===== config.mk =====
export PLATFORM = sky130hd
export DESIGN_NAME = selcode_alu
export DESIGN_NICKNAME = d
export VERILOG_FILES = /design/src/rtl/selalu_pkg.sv /design/src/rtl/selalu_yconds.sv /design/src/rtl/selalu_ripple.sv /design/src/rtl/selalu_bitwise.sv /design/src/rtl/selcode_alu.sv
export SDC_FILE = /design/constraint.sdc
export NUM_CORES = 1
export LEC_CHECK = 0
export BUFFER_PORTS_ARGS = -buffer_cell sky130_fd_sc_hd__buf_2
export CORE_MARGIN = 5
export CORE_UTILIZATION = 54
export DETAILED_ROUTE_END_ITERATION = 12
export MAX_ROUTING_LAYER = met4
export PLACE_DENSITY = 0.85
export SLEW_MARGIN = 0
export SYNTH_ARGS = -nofsm -noshare
export SYNTH_HDL_FRONTEND = slang
export SYNTH_SLANG_ARGS = --single-unit

===== constraint.sdc =====
create_clock -name vclk -period 7
set_input_delay 1.4 -clock vclk [all_inputs]
set_output_delay 1.4 -clock vclk [all_outputs]
set_load 0.02 [all_outputs]

===== src/rtl/selalu_pkg.sv =====
package selalu_pkg;

  typedef enum logic [1:0] {
    YS_ZERO = 2'b00,
    YS_B    = 2'b01,
    YS_NOTB = 2'b10,
    YS_ONES = 2'b11
  } ysel_e;

  typedef enum logic [1:0] {
    LG_AND  = 2'b00,
    LG_OR   = 2'b01,
    LG_XOR  = 2'b10,
    LG_NOTA = 2'b11
  } lsel_e;

  typedef struct packed {
    logic  logic_mode;
    ysel_e ysel;
    lsel_e lsel;
    logic  carry;
  } fdecode_t;

  // Shared select wiring: logic select reuses the adder carry-in and Y low bit.
  function automatic fdecode_t decode_fsel(input logic [3:0] f);
    fdecode_t d;
    d.logic_mode = f[3];
    d.ysel       = ysel_e'(f[2:1]);
    d.lsel       = lsel_e'(f[1:0]);
    d.carry      = f[0];
    return d;
  endfunction

endpackage


===== src/rtl/selalu_yconds.sv =====
module selalu_yconds #(
  parameter int W = 8
) (
  input  logic [W-1:0]         b_in,
  input  selalu_pkg::ysel_e    ysel,
  output logic [W-1:0]         y_out
);
  import selalu_pkg::*;

  always_comb begin
    unique case (ysel)
      YS_ZERO: y_out = '0;
      YS_B:    y_out = b_in;
      YS_NOTB: y_out = ~b_in;
      default: y_out = '1;
    endcase
  end
endmodule


===== src/rtl/selalu_ripple.sv =====
module selalu_ripple #(
  parameter int W = 8
) (
  input  logic [W-1:0] x_in,
  input  logic [W-1:0] y_in,
  input  logic         c_in,
  output logic [W-1:0] s_out,
  output logic         c_out
);
  logic [W:0] chain;

  assign chain[0] = c_in;

  for (genvar i = 0; i < W; i++) begin : g_slice
    logic p, q;
    assign p          = x_in[i] ^ y_in[i];
    assign q          = x_in[i] & y_in[i];
    assign s_out[i]   = p ^ chain[i];
    assign chain[i+1] = q | (p & chain[i]);
  end

  assign c_out = chain[W];
endmodule


===== src/rtl/selalu_bitwise.sv =====
module selalu_bitwise #(
  parameter int W = 8
) (
  input  logic [W-1:0]      a_in,
  input  logic [W-1:0]      b_in,
  input  selalu_pkg::lsel_e lsel,
  output logic [W-1:0]      l_out
);
  import selalu_pkg::*;

  always_comb begin
    unique case (lsel)
      LG_AND:  l_out = a_in & b_in;
      LG_OR:   l_out = a_in | b_in;
      LG_XOR:  l_out = a_in ^ b_in;
      default: l_out = ~a_in;
    endcase
  end
endmodule


===== src/rtl/selcode_alu.sv =====
module selcode_alu #(
  parameter int W = 8
) (
  input  logic [W-1:0] a_in,
  input  logic [W-1:0] b_in,
  input  logic [3:0]   fsel,
  output logic [W-1:0] g_out,
  output logic         cout_out
);
  import selalu_pkg::*;

  fdecode_t     dec;
  logic [W-1:0] y_cond;
  logic [W-1:0] sum;
  logic         sum_carry;
  logic [W-1:0] lres;

  assign dec = decode_fsel(fsel);

  selalu_yconds #(.W(W)) u_ycond (
    .b_in (b_in),
    .ysel (dec.ysel),
    .y_out(y_cond)
  );

  selalu_ripple #(.W(W)) u_add (
    .x_in (a_in),
    .y_in (y_cond),
    .c_in (dec.carry),
    .s_out(sum),
    .c_out(sum_carry)
  );

  selalu_bitwise #(.W(W)) u_logic (
    .a_in (a_in),
    .b_in (b_in),
    .lsel (dec.lsel),
    .l_out(lres)
  );

  assign g_out    = dec.logic_mode ? lres : sum;
  assign cout_out = dec.logic_mode ? 1'b0 : sum_carry;
endmodule


==> results.toml <==
[timing]
max_slew_margin_pct = 77.7
hold_viol = 0
setup_tns_ns = 0
fin_crit_ns = 6.72
slew_violations = 0
worst_slew_pin_slew_ns = 0.334
setup_viol = 0
timing.fmax_ghz = 0.149
rsz0062_at_grt = "false"
fin_ws_ns = 0.278
finalCritPeriodShare_pct = 96.0

[place]
placedCellCount = 143
dp_slack_ns = 0.296
hpwl_um = 1670
port_buffers = 29
gp_congestion = 0.799

[setup_path]
cp_max_fo = 12
worstPathArrival_ns = 5.32
critical_path.startpoint_type = "primary input"
crit_type = "in -> out"
critPathCaptureType = "output pin"
crit_required_ns = 5.60

[finish]
nClkBuffers = 0
final_util_pct = 66.6
syn2layout_area_growth_pct = 15.9
antennaDiodeCount = 0
drive_gt1_share_pct = 32.3
regArea_um2 = 0
nFlopsAndLatches = 0
fin_nets = 173
fill_cells = 134
instances_no_fill = 143

[global_route]
grt_pass1_vias = 781
grtUsageTotal_pct = 16.3
grt_pass1_wl_um = 3350
grt_max_degree = 26
grt-ovfl-total = 0
antenna_found_initial = 0

[floorplanning]
core_area_um2 = 1510
die_w_um = 50.0
dieArea_um2 = 2500
fp-row-count = 14
start_util_pct = 57.5
ios = 29
fp.dieH_um = 50.0

[yosys]
yosys_warnings = 0
synth_area_per_cell_um2 = 8.57
ys_seq_area_share_pct = 0
syn_inst = 101
synth_area_um2 = 866
ys_types = 26
syn_nets = 145

[power_and_ir_drop]
leakagePower_nw = 0.535
cellPowerDensity_nw_per_um2 = 79.2
peakVddDrop_uv = 50.7

[min_path]
holdCritPathClass = "in -> out"

[route]
first_pass_iters = 4
detail_route.vias_per_cell = 5.62
wire_per_inst_um = 14.1
route.detailed.drc = 0
postRouteWirelength_um = 2020
route.vias.total = 804
ant_nets = 0
drtIter0Drc = 8

[clock_tree]
post_cts_buffers = 0
holdBufCountCts = 0
cts_resized = 0

[job]
maxCapViolations = 0

[status]
outcome = "finished clean"
==> worst paths after layout <==
path | from | end | depth (start not counted)
max | fsel[1] | g_out[7] | 13
min | fsel[3] | cout_out | 3
==> cell type report <==
class / count / area (um^2) / area share, %
Tap cell: 16 / 20.0 / 2.00
Timing Repair Buffer: 30 / 153 / 15.2
Multi-Input combinational cell: 77 / 756 / 75.3
Inverter: 20 / 75.1 / 7.48
==> critical path, stage by stage <==
cell	delay [ns]
buf_2	0.17
mux2i_1	0.19
fa_1	0.20
inv_1	0.05
fa_1	0.38
fa_1	0.41
fa_1	0.42
fa_1	0.39
fa_1	0.39
fa_1	0.39
fa_1	0.43
a221o_1	0.34
buf_2	0.16
==> metrics by stage <==
step	cell area (um^2)	power (mW)	hold WS [ns]
final	1000	0.0794	3.14
after floorplan	866	0.0532	2.88
after global placement	1000	0.0767	3.13
after global routing	1000	0.0880	3.16
after detailed placement	1000	0.0796	3.14
after CTS	1000	0.0800	3.14
==> metal layers <==
| metal | vias up | track usage (%) | routed length (um) |
|---|---|---|---|
| met4 | 0 | 0.873 | 0 |
| li1 | 396 | - | - |
| met2 | 17 | 29.7 | 1110 |
| met5 | - | - | 0 |
| met1 | 391 | 20.8 | 831 |
| met3 | 0 | 0.301 | 74 |
==> synth_stat cells <==
library cell  number  share of area [%]
a221oi_2           1                1.7
o21ai_1            1               0.58
nand2_1            8                3.5
mux2_2             7                9.1
inv_1             19                8.2
and2_1             1               0.72
nand2_2            1               0.72
and2b_1            1               0.87
nand2b_1           4                2.9
o221ai_1           1                1.0
buf_2              1               0.58
o21ai_0            4                2.3
ha_1              16                 23
o211ai_1           5                4.3
nor2b_1            2                1.4
a2111oi_4          1                3.2
fa_1               8                 18
buf_6              1                1.3
a211oi_1           4                3.5
inv_2              1               0.43
mux2i_1            2                2.3
a221o_1            4                4.6
nor2_1             4                1.7
clkbuf_1           1               0.43
buf_8              1                1.7
nand3_1            2                1.2
==> placed cells by master (no fill, tap or decap) <==
master     synthesis  routed
a221o_1            4       4
inv_2              1       1
a211oi_1           4       4
and2_1             1       1
o211ai_1           5       5
nand2b_1           4       4
and2b_1            1       1
o21ai_1            1       1
o21ai_0            4       4
ha_1              16      16
buf_2              1      29
nand2_2            1       1
o221ai_1           1       1
a2111oi_4          1       1
nor2_1             4       4
nor2b_1            2       2
nand2_1            8       8
a221oi_2           1       1
mux2i_1            2       2
nand3_1            2       2
mux2_2             7       7
buf_4              0       1
inv_1             19      19
fa_1               8       8
==> cell families after synthesis <==
logic type	share of synthesized area [%]
AO/OA/AOI/OAI	21.2
adder cells (fa/ha/maj)	41.6
buffers and inverters	12.7
multiplexers	11.4
AND/OR/NAND/NOR	13.0
==> power breakdown <==
part / internal (mW) / total [mW] / leakage [nW] / switching [mW]
sequential: 0 / 0 / 0 / 0
combinational: 0.0337 / 0.0794 / 0.535 / 0.0458
clock: 0 / 0 / 0 / 0
Note: power is estimated with default switching activity, not from simulation.
